[config.mk]
export PLATFORM = sky130hd
export DESIGN_NAME = adcif_top
export DESIGN_NICKNAME = d
export VERILOG_FILES = /design/src/rtl/adcif_pkg.sv /design/src/rtl/adcif_prescale.sv /design/src/rtl/adcif_seq.sv /design/src/rtl/adcif_result.sv /design/src/rtl/adcif_top.sv
export SDC_FILE = /design/constraint.sdc
export NUM_CORES = 1
export LEC_CHECK = 0
export ABC_AREA = 1
export BUFFER_PORTS_ARGS = -buffer_cell sky130_fd_sc_hd__buf_2
export CAP_MARGIN = 20
export CORE_MARGIN = 2
export CORE_UTILIZATION = 50
export CTS_CLUSTER_SIZE = 20
export DETAILED_ROUTE_END_ITERATION = 10
export GPL_TIMING_DRIVEN = 0
export PLACE_DENSITY_LB_ADDON = 0.15
export SLEW_MARGIN = 20
export SYNTH_ARGS = -nofsm -noshare
export SYNTH_HDL_FRONTEND = slang
export SYNTH_SLANG_ARGS = --single-unit
[constraint.sdc]
create_clock -name clk -period 1.7 [get_ports clk]
set_clock_uncertainty 0.2 [all_clocks]
set_input_delay 0.17 -clock clk [delete_from_list [all_inputs] [get_ports clk]]
set_output_delay 0.17 -clock clk [all_outputs]
set_load 0.1 [all_outputs]
[src/rtl/adcif_pkg.sv]
package adcif_pkg;
  typedef enum logic [1:0] {
    A_SEL = 2'd0,
    A_CTL = 2'd1,
    A_RHI = 2'd2,
    A_RLO = 2'd3
  } reg_addr_e;

  localparam int CTL_EN  = 7;
  localparam int CTL_GO  = 6;
  localparam int CTL_FR  = 5;
  localparam int CTL_FLG = 4;
  localparam int CTL_IE  = 3;
endpackage

[src/rtl/adcif_prescale.sv]
module adcif_prescale #(
  parameter int PS_W = 3
) (
  input  logic            clk,
  input  logic            rst_n,
  input  logic            run_i,
  input  logic [PS_W-1:0] ps_i,
  output logic            tick_o
);
  localparam int CNT_W = (1 << PS_W) - 1;

  logic [CNT_W-1:0] cnt_q;
  logic [CNT_W-1:0] mask;

  // divisor 2^k; code 0 aliases code 1
  always_comb begin
    if (ps_i == '0) mask = CNT_W'(1);
    else            mask = (CNT_W'(1) << ps_i) - CNT_W'(1);
  end

  assign tick_o = run_i && ((cnt_q & mask) == mask);

  always_ff @(posedge clk or negedge rst_n) begin
    if (!rst_n)      cnt_q <= '0;
    else if (!run_i) cnt_q <= '0;
    else             cnt_q <= cnt_q + CNT_W'(1);
  end


  tick_spacing_chk: assert property (@(posedge clk) disable iff (!rst_n)
    tick_o |=> !tick_o);
endmodule

[src/rtl/adcif_seq.sv]
module adcif_seq #(
  parameter int NORM_LEN = 13,
  parameter int INIT_LEN = 25
) (
  input  logic clk,
  input  logic rst_n,
  input  logic en_i,
  input  logic start_i,
  input  logic free_i,
  input  logic tick_i,
  output logic busy_o,
  output logic done_o
);
  localparam int LEN_W = $clog2(INIT_LEN + 1);

  logic             busy_q, init_q, need_init_q;
  logic [LEN_W-1:0] cnt_q;
  logic             last;

  assign last   = tick_i && (cnt_q == (init_q ? LEN_W'(INIT_LEN - 1) : LEN_W'(NORM_LEN - 1)));
  assign done_o = busy_q && en_i && last && !init_q;
  assign busy_o = busy_q;

  always_ff @(posedge clk or negedge rst_n) begin
    if (!rst_n) begin
      busy_q <= 1'b0; init_q <= 1'b0; need_init_q <= 1'b1; cnt_q <= '0;
    end else if (start_i && !busy_q) begin
      busy_q <= 1'b1; init_q <= need_init_q; need_init_q <= 1'b0; cnt_q <= '0;
    end else if (!en_i) begin
      busy_q <= 1'b0; init_q <= 1'b0; need_init_q <= 1'b1; cnt_q <= '0;
    end else if (busy_q && tick_i) begin
      if (last) begin
        cnt_q <= '0;
        if (init_q)       init_q <= 1'b0;
        else if (!free_i) busy_q <= 1'b0;
      end else begin
        cnt_q <= cnt_q + LEN_W'(1);
      end
    end
  end


  abort_chk: assert property (@(posedge clk) disable iff (!rst_n)
    (busy_q && !en_i && !start_i) |=> !busy_q);

  busy_fall_chk: assert property (@(posedge clk) disable iff (!rst_n)
    $fell(busy_q) |-> ($past(done_o) || !$past(en_i)));

  free_cont_chk: assert property (@(posedge clk) disable iff (!rst_n)
    (done_o && free_i) |=> busy_q);
endmodule

[src/rtl/adcif_result.sv]
module adcif_result #(
  parameter int RES_W  = 10,
  parameter int BYTE_W = 8
) (
  input  logic              clk,
  input  logic              rst_n,
  input  logic              capture_i,
  input  logic [RES_W-1:0]  sample_i,
  input  logic              lock_set_i,
  input  logic              lock_clr_i,
  input  logic              left_i,
  output logic [BYTE_W-1:0] hi_o,
  output logic [BYTE_W-1:0] lo_o
);
  localparam int SPILL = RES_W - BYTE_W;

  logic [RES_W-1:0] res_q;
  logic             lock_q;

  always_ff @(posedge clk or negedge rst_n) begin
    if (!rst_n) begin
      res_q <= '0; lock_q <= 1'b0;
    end else begin
      if (capture_i && !lock_q) res_q <= sample_i;
      if (lock_clr_i)      lock_q <= 1'b0;
      else if (lock_set_i) lock_q <= 1'b1;
    end
  end

  always_comb begin
    if (left_i) begin
      hi_o = res_q[RES_W-1 -: BYTE_W];
      lo_o = {res_q[SPILL-1:0], {(BYTE_W-SPILL){1'b0}}};
    end else begin
      hi_o = BYTE_W'(res_q[RES_W-1:BYTE_W]);
      lo_o = res_q[BYTE_W-1:0];
    end
  end


  locked_hold_chk: assert property (@(posedge clk) disable iff (!rst_n)
    lock_q |=> $stable(res_q));

  capture_chk: assert property (@(posedge clk) disable iff (!rst_n)
    (capture_i && !lock_q) |=> (res_q == $past(sample_i)));
endmodule

[src/rtl/adcif_top.sv]
module adcif_top #(
  parameter int RES_W    = 10,
  parameter int BYTE_W   = 8,
  parameter int CH_W     = 5,
  parameter int REF_W    = 2,
  parameter int PS_W     = 3,
  parameter int NORM_LEN = 13,
  parameter int INIT_LEN = 25
) (
  input  logic             clk,
  input  logic             rst_n,
  input  logic             bus_wr_i,
  input  logic             bus_rd_i,
  input  logic [1:0]       bus_addr_i,
  input  logic [BYTE_W-1:0] bus_wdata_i,
  output logic [BYTE_W-1:0] bus_rdata_o,
  input  logic [RES_W-1:0] sample_i,
  input  logic             irq_ack_i,
  output logic [CH_W-1:0]  chan_o,
  output logic [REF_W-1:0] ref_o,
  output logic             irq_o
);
  import adcif_pkg::*;

  localparam int REF_LO   = CH_W;
  localparam int REF_HI   = CH_W + REF_W - 1;
  localparam int SEL_LEFT = BYTE_W - 1;

  reg_addr_e         addr;
  logic [CH_W-1:0]   sel_ch_q, act_ch_q;
  logic [REF_W-1:0]  sel_ref_q, act_ref_q;
  logic              left_q, en_q, free_q, ie_q, flag_q;
  logic [PS_W-1:0]   ps_q;
  logic              wr_sel, wr_ctl, start, busy, done, tick;
  logic [BYTE_W-1:0] res_hi, res_lo, rd_sel, rd_ctl;

  assign addr   = reg_addr_e'(bus_addr_i);
  assign wr_sel = bus_wr_i && (addr == A_SEL);
  assign wr_ctl = bus_wr_i && (addr == A_CTL);
  assign start  = wr_ctl && bus_wdata_i[CTL_EN] && bus_wdata_i[CTL_GO];

  always_ff @(posedge clk or negedge rst_n) begin
    if (!rst_n) begin
      sel_ch_q <= '0; sel_ref_q <= '0; left_q <= 1'b0;
      act_ch_q <= '0; act_ref_q <= '0;
      en_q <= 1'b0; free_q <= 1'b0; ie_q <= 1'b0; ps_q <= '0; flag_q <= 1'b0;
    end else begin
      if (wr_sel) begin
        sel_ch_q  <= bus_wdata_i[CH_W-1:0];
        sel_ref_q <= bus_wdata_i[REF_HI:REF_LO];
        left_q    <= bus_wdata_i[SEL_LEFT];
      end
      if (!busy || done) begin
        act_ch_q  <= sel_ch_q;
        act_ref_q <= sel_ref_q;
      end
      if (wr_ctl) begin
        en_q   <= bus_wdata_i[CTL_EN];
        free_q <= bus_wdata_i[CTL_FR];
        ie_q   <= bus_wdata_i[CTL_IE];
        ps_q   <= bus_wdata_i[PS_W-1:0];
      end
      if (done)                                            flag_q <= 1'b1;
      else if (irq_ack_i || (wr_ctl && bus_wdata_i[CTL_FLG])) flag_q <= 1'b0;
    end
  end

  adcif_prescale #(.PS_W(PS_W)) u_pre (
    .clk(clk), .rst_n(rst_n), .run_i(busy), .ps_i(ps_q), .tick_o(tick));

  adcif_seq #(.NORM_LEN(NORM_LEN), .INIT_LEN(INIT_LEN)) u_seq (
    .clk(clk), .rst_n(rst_n), .en_i(en_q), .start_i(start), .free_i(free_q),
    .tick_i(tick), .busy_o(busy), .done_o(done));

  adcif_result #(.RES_W(RES_W), .BYTE_W(BYTE_W)) u_res (
    .clk(clk), .rst_n(rst_n), .capture_i(done), .sample_i(sample_i),
    .lock_set_i(bus_rd_i && (addr == A_RLO)),
    .lock_clr_i(bus_rd_i && (addr == A_RHI)),
    .left_i(left_q), .hi_o(res_hi), .lo_o(res_lo));

  always_comb begin
    rd_sel = '0;
    rd_sel[CH_W-1:0]     = sel_ch_q;
    rd_sel[REF_HI:REF_LO] = sel_ref_q;
    rd_sel[SEL_LEFT]     = left_q;
    rd_ctl = '0;
    rd_ctl[CTL_EN]  = en_q;
    rd_ctl[CTL_GO]  = busy;
    rd_ctl[CTL_FR]  = free_q;
    rd_ctl[CTL_FLG] = flag_q;
    rd_ctl[CTL_IE]  = ie_q;
    rd_ctl[PS_W-1:0] = ps_q;
    case (addr)
      A_SEL:   bus_rdata_o = rd_sel;
      A_CTL:   bus_rdata_o = rd_ctl;
      A_RHI:   bus_rdata_o = res_hi;
      default: bus_rdata_o = res_lo;
    endcase
  end

  assign chan_o = act_ch_q;
  assign ref_o  = act_ref_q;
  assign irq_o  = flag_q && ie_q;


  sel_hold_chk: assert property (@(posedge clk) disable iff (!rst_n)
    (busy && !done) |=> $stable({act_ch_q, act_ref_q}));

  flag_rise_chk: assert property (@(posedge clk) disable iff (!rst_n)
    $rose(flag_q) |-> $past(done));

  ack_clear_chk: assert property (@(posedge clk) disable iff (!rst_n)
    (irq_ack_i && !done) |=> !flag_q);

  irq_gate_chk: assert property (@(posedge clk) disable iff (!rst_n)
    !ie_q |-> !irq_o);
endmodule

==> results of run 1 <==
[placed cells by master, fill, tap and decap left out, drive strengths merged, types with 7 or more instances in the layout]
cell | synthesis | routed
inv | 37 | 37
nand2 | 98 | 98
nand3 | 18 | 18
buf | 0 | 63
dlygate4sd3 | 0 | 21
o21ai | 19 | 19
clkbuf | 3 | 8
nor2 | 27 | 28
dfrtp | 47 | 47
o2111ai | 7 | 7
a21oi | 12 | 12
[metal layers]
layer / up-vias / GRT usage [%]
li1: 1137 / -
met3: 23 / 4.83
met5: - / 0
met2: 93 / 47.6
met4: 0 / 7.00
met1: 1134 / 34.7
[where the power goes]
part           switching [uW]  internal [uW]  total, uW  leakage (uW)
Clock                     409            330        739     0.0000434
Combinational             820            405       1220       0.00109
Sequential                101           1240       1350      0.000570
Total                    1330           1980       3310       0.00171
[final cells by class]
type                       instances  area share (%)
buffer                             3           0.653
clock buffer                       6            2.27
clock inverter                     2           0.413
inverter                          37            3.89
multi-input combinational        206            38.1
sequential                        48            33.2
tap                               54            1.86
timing repair buffer              83            19.6
[sequential cells by signal (all words and copies together), names as in the netlist]
signal             count
u_seq.need_init_q      1
sel_ch_q               5
u_res.res_q           10
u_seq.busy_o           1
u_res.lock_q           1
en_q                   1
u_pre.cnt_q            7
u_seq.init_q           1
free_q                 1
ps_q                   3
flag_q                 1
left_q                 1
ie_q                   1
ref_o                  2
u_seq.cnt_q            5
sel_ref_q              2
chan_o                 5
[logic make-up after synthesis]
logic type	share of synthesized area, %
xor gates and xnor gates	0.741
muxes	0.476
DFF	50.8
adders and majority gates	1.59
AOI/OAI and AO/OA	11.6
and+or+nand+nor	28.4
buffers and inverters	6.35
[metrics by stage]
step / setup TNS, ns / hold WS, ns / setup WS (ns) / utilization [%] / cells
2_1_floorplan: -0.381 / -0.326 / -0.371 / - / 292
4_1_cts: -2.35 / 0.0370 / -0.243 / 72.8 / 429
3_3_place_gp: -5.75 / 0.157 / -0.238 / 59.5 / 386
6_report: -2.73 / 0.0717 / -0.238 / 78.6 / 439
3_5_place_dp: -6.73 / 0.160 / -0.262 / 59.5 / 386
5_1_grt: -5.69 / 0.0997 / -0.283 / 78.6 / 439
[cell usage after synthesis]
master,number,area [um2]
a21oi_1,12,60.1
o221ai_1,1,8.76
nor2_1,22,82.6
nand4_4,1,21.3
nor3_1,4,20.0
dfstp_2,1,26.3
o2111ai_1,7,61.3
nor2_2,2,12.5
nand2_1,95,357
clkbuf_1,3,11.3
mux2_2,1,11.3
o21ai_1,1,5.00
nor2_4,3,33.8
o21bai_1,2,15.0
dfrtp_1,47,1180
o211ai_1,2,15.0
o22ai_1,2,12.5
nand4_1,2,12.5
nand4_2,1,12.5
ha_1,3,37.5
o21ai_0,18,90.1
xor2_1,2,17.5
o31ai_1,1,7.51
inv_1,37,139
nand3_1,18,90.1
nand2_2,3,18.8
nor3_2,1,10.0
[critical path, stage by stage, from the launching register on]
cell and delay (ns):
dfrtp_2 0.45, buf_8 0.15, o211ai_1 0.27, o2111ai_4 0.18, buf_12 0.21
[path summary, 6_finish.rpt]
check,endpoint,slack [ns],depth (start not counted)
min in group asynchronous,u_pre.cnt_q[3],0.20,2
setup / recovery,bus_rdata_o[1],-0.24,4
setup reg to reg,u_res.res_q[3],-0.12,10
hold reg to reg,u_seq.need_init_q,0.28,1
hold / removal,ps_q[0],0.07,5
max in group asynchronous,ps_q[2],0.63,2
[what timing repair did]
action	CTS	global route
resized for setup	53	51
hold buffers	21	0
endpoints found under the setup margin	33	38
buffers inserted	12	10
cloned	2	0
hold endpoints to repair	73	0
pin swaps	36	16
==> summary.txt, run 1 <==
Minimum clock period after layout: 1.94 ns
Total routing resource utilization after global routing: 27.1%
DRT met1 WL: 2800 um
CP startpoint: left_q
Number of routed nets with antenna violations: 0
Drt total wl: 7130 um
CP Capture Type: output pin
Maxcap violations: 0
Cell Pwr Density: 909 nW/um2
Worst-case vdd ir drop: 0.786 mV
Overall via count from detail_route: 2387
Vias in the first global route: 2352
Startpoint class of the critical path: flop
Clock-pin slew on the worst setup and hold paths: 0.09 ns
Gpl congestion: 0.826
Mean area per synthesized cell: 8.10 um2
Clock tree from TritonCTS: done
Critical Path AT: 1.57 ns
Synthesized netlist cell count: 292
Failing checks: negative setup slack
Area taken by multi-input logic gates: 1390 um2
Clock net sink count: 48
Avg WL per Cell: 16.2 um
Number of hold violations in the final report: 0
Die outline area: 5300 um2
Synthesis-to-layout area growth: 53.9%
Distinct cell type count of the synthesized netlist: 27
Highest metal layer used by the detailed router: met4
Pin count of the biggest net entering global routing: 49
Min setup slack post-route: -0.238 ns
FMAX: 516 MHz
Global-route wire length before repair: 11000 um
Worst endpoint required time: 1.33 ns
Startpoint-to-endpoint class of the critical path: flop to output pin
Maximum count of clock buffers along a single path: 2
Unrepaired setup endpoints after global routing: true
Worst min-delay path category: input port to flop
Number of endpoints failing setup at the final stage: 26
Post-synthesis register bit count: 48
Drt via density: 5.44
Maximum fanout along the worst path: 9
TritonCTS Buffers: 5
Grt ovf: 0
Clock tree root driver cell: clkbuf_8
Max-slew headroom at the worst pin: 58.5%
Total length of routed met2 wires: 3770 um
Origin of the critical flop-to-flop path: u_seq.cnt_q[1]
Number of remaining DRC errors: 0
FP Rows: 25
Core Box Area: 4630 um2
Latest clock arrival within the worst-skew pair: 0.31 ns
Measured slew at the worst slew-check pin: 0.623 ns
Area taken by flip-flops and latches: 1210 um2
Die Span X: 72.8 um
Post-synthesis net count: 320
Die boundary height: 72.8 um
HPWL Detailed: 3960 um
Outcome: finished with violations
Max-slew violation count: 0
Sequential-to-total area share from yosys stat: 50.8%
Total number of nets in the final design: 412
Ports placed on the boundary: 41
Port buffer count: 40
Cell Area, Synth: 2360 um2
Violation count after the first detailed-routing iteration: 135
Share of the clock period used by the worst path: 114%
Wire length on met3: 348 um
Fraction of layout cells with a size suffix above 1: 37.1%
Worst Hold Launch: bus_wr_i
Leak pwr: 0.00171 uW
Number of antenna violations at the first check in global routing: 0
Filler cells: 310
Initial Util: 51.1%
Yosys warns: 0
Total placed instance area: 2760 um2
Layout Cell Area excl Fill: 3640 um2
Diodes inserted: 0
Post-layout total power: 3310 uW
Number of optimization iterations in the first detailed-route pass: 5
Total number of H-tree levels: 2
Power figures use the tool's default switching activity.
==> run 2, diff against run 1 <==
Settings changed: CORE_ASPECT_RATIO from default to 1.4, PLACE_DENSITY from default to 0.75, PLACE_DENSITY_LB_ADDON 0.15 to default, SKIP_LAST_GASP from default to 1.
==> summary.txt, run 2 (synthesized netlist as in run 1, its figures left out) <==
FF-to-FF End: u_res.res_q[2]
Core Box Area: 4540 um2
Gpl congestion: 0.876
FP Rows: 29
Fraction of met3 tracks used by global routing: 5.17%
Total number of nets in the final design: 415
Die outline area: 5300 um2
Fraction of layout cells with a size suffix above 1: 37.1%
Number of hold violations in the final report: 0
HPWL Detailed: 4060 um
Startpoint class of the critical path: flop
Drt via density: 5.67
Latest clock arrival within the worst-skew pair: 0.31 ns
CP Capture Type: output pin
Ordered list of cells on the worst path: buf_8, o211ai_1, o2111ai_4, buf_12
Pin count of the biggest net entering global routing: 49
Port buffer count: 40
Clock net sink count: 48
Number of endpoints failing setup at the final stage: 33
Die Span X: 62.1 um
Number of flip-flops in the largest register: 10
Reg-to-reg slack, setup: -0.23 ns
Total placed instance area: 2770 um2
Most frequent standard cell in the layout excluding fill and tap cells: nand2_1
Share of the clock period used by the worst path: 116%
Number of remaining DRC errors: 0
Unrepaired setup endpoints after global routing: true
Most flops, register: u_res.res_q
Maxcap violations: 0
Post-layout util: 82.0%
Critical path's largest stage delay: 0.46 ns
FMAX: 509 MHz
Leading registers by flop count: u_res.res_q: 10 flops, u_pre.cnt_q: 7 flops
Critical Path Sink: bus_rdata_o[0]
Min setup slack post-route: -0.265 ns
Critical Path AT: 1.60 ns
Cell with the largest stage delay on the worst path: dfrtp_2
Max-slew headroom at the worst pin: 58.9%
Routing usage on met1: 29.6%
Vias in the first global route: 2511
Initial Util: 52.1%
Met2 track utilization from global routing: 50.6%
Outcome: finished with violations
Commonest cells after routing, fill and taps aside: nand2_1, dfrtp_1, buf_2
Grt ovf: 0
Failing checks: negative setup slack
Origin of the critical flop-to-flop path: ps_q[0]
Measured slew at the worst slew-check pin: 0.616 ns
Worst endpoint required time: 1.33 ns
Total number of H-tree levels: 2
Worst-case vdd ir drop: 0.717 mV
Maximum count of clock buffers along a single path: 2
Max-slew violation count: 0
Worst min-delay path category: input port to flop
Number of cells on the worst reg-to-reg path: 8
Overall via count from detail_route: 2551
Total routing resource utilization after global routing: 27.8%
Number of routed nets with antenna violations: 0
Cell Pwr Density: 949 nW/um2
Synthesis-to-layout area growth: 57.4%
Drt total wl: 7950 um
Clock tree from TritonCTS: done
Number of optimization iterations in the first detailed-route pass: 5
Die boundary height: 85.4 um
Diodes inserted: 0
Hold_ws: 0.0715 ns
Global-route wire length before repair: 11400 um
TritonCTS Buffers: 5
Avg WL per Cell: 17.7 um
Violation count after the first detailed-routing iteration: 295
Clock-pin slew on the worst setup and hold paths: 0.10 ns
Filler cells: 257
Leak pwr: 0.00174 uW
CP startpoint: left_q
Number of antenna violations at the first check in global routing: 0
Startpoint-to-endpoint class of the critical path: flop to output pin
Clock tree root driver cell: clkbuf_8
Ports placed on the boundary: 41
Minimum clock period after layout: 1.97 ns
Maximum fanout along the worst path: 5
Layout Cell Area excl Fill: 3720 um2
GR peak layer: met2
[run 2: layer usage]
layer	share of wire, %	wire [um]
met5	0	0
met2	55	4330
met1	37	2950
met4	3.5	279
met3	4.9	387
[run 2: final cells by class]
class	count	area, um2	area share [%]
clock buffer	7	96.3	2.59
timing repair buffer	86	729	19.6
inverter	37	148	3.97
sequential	48	1210	32.4
multi-input combinational	206	1410	37.9
tap	62	77.6	2.08
buffer	3	22.5	0.605
clock inverter	1	30.0	0.807
[run 2: what timing repair did]
action | CTS | global route
pin swaps | 37 | 21
endpoints found under the hold margin | 73 | 0
cloned | 2 | 1
gates resized for setup | 54 | 56
setup buffers | 14 | 10
hold buffers | 21 | 0
setup endpoints to repair | 33 | 34
[run 2: critical path, delay by kind of cell (launching register included)]
kind / cells / cell delay, ns
AOI/OAI and AO/OA: 2 / 0.47
DFF: 1 / 0.46
buffers and inverters: 2 / 0.35
[run 2: through the flow]
step	setup WS [ns]	instances	power, uW	TNS [ns]
after floorplan	-0.371	292	2050	-0.381
after global placement	-0.265	394	2220	-5.54
after detailed placement	-0.295	394	2230	-7.60
after CTS	-0.238	439	3320	-2.57
after global routing	-0.336	450	3660	-7.52
final	-0.265	450	3530	-5.81
[run 2: how the worst min path moves through the flow]
stage	to	slack, ns	start	cells after the start
5_1_grt	u_res.lock_q	0.07	bus_addr_i[1]	3
3_5_place_dp	flag_q	0.17	irq_ack_i	2
4_1_cts	u_res.lock_q	0.05	bus_addr_i[1]	3
3_3_place_gp	flag_q	0.15	irq_ack_i	2
6_report	u_res.lock_q	0.07	bus_addr_i[1]	3
2_1_floorplan	chan_o[0]	-0.33	rst_n	0
[run 2: where the power goes]
part | internal (uW) | switching (uW) | total [uW]
clock | 519 | 395 | 914
sequential | 1240 | 104 | 1350
combinational | 422 | 849 | 1270
total | 2180 | 1350 | 3530
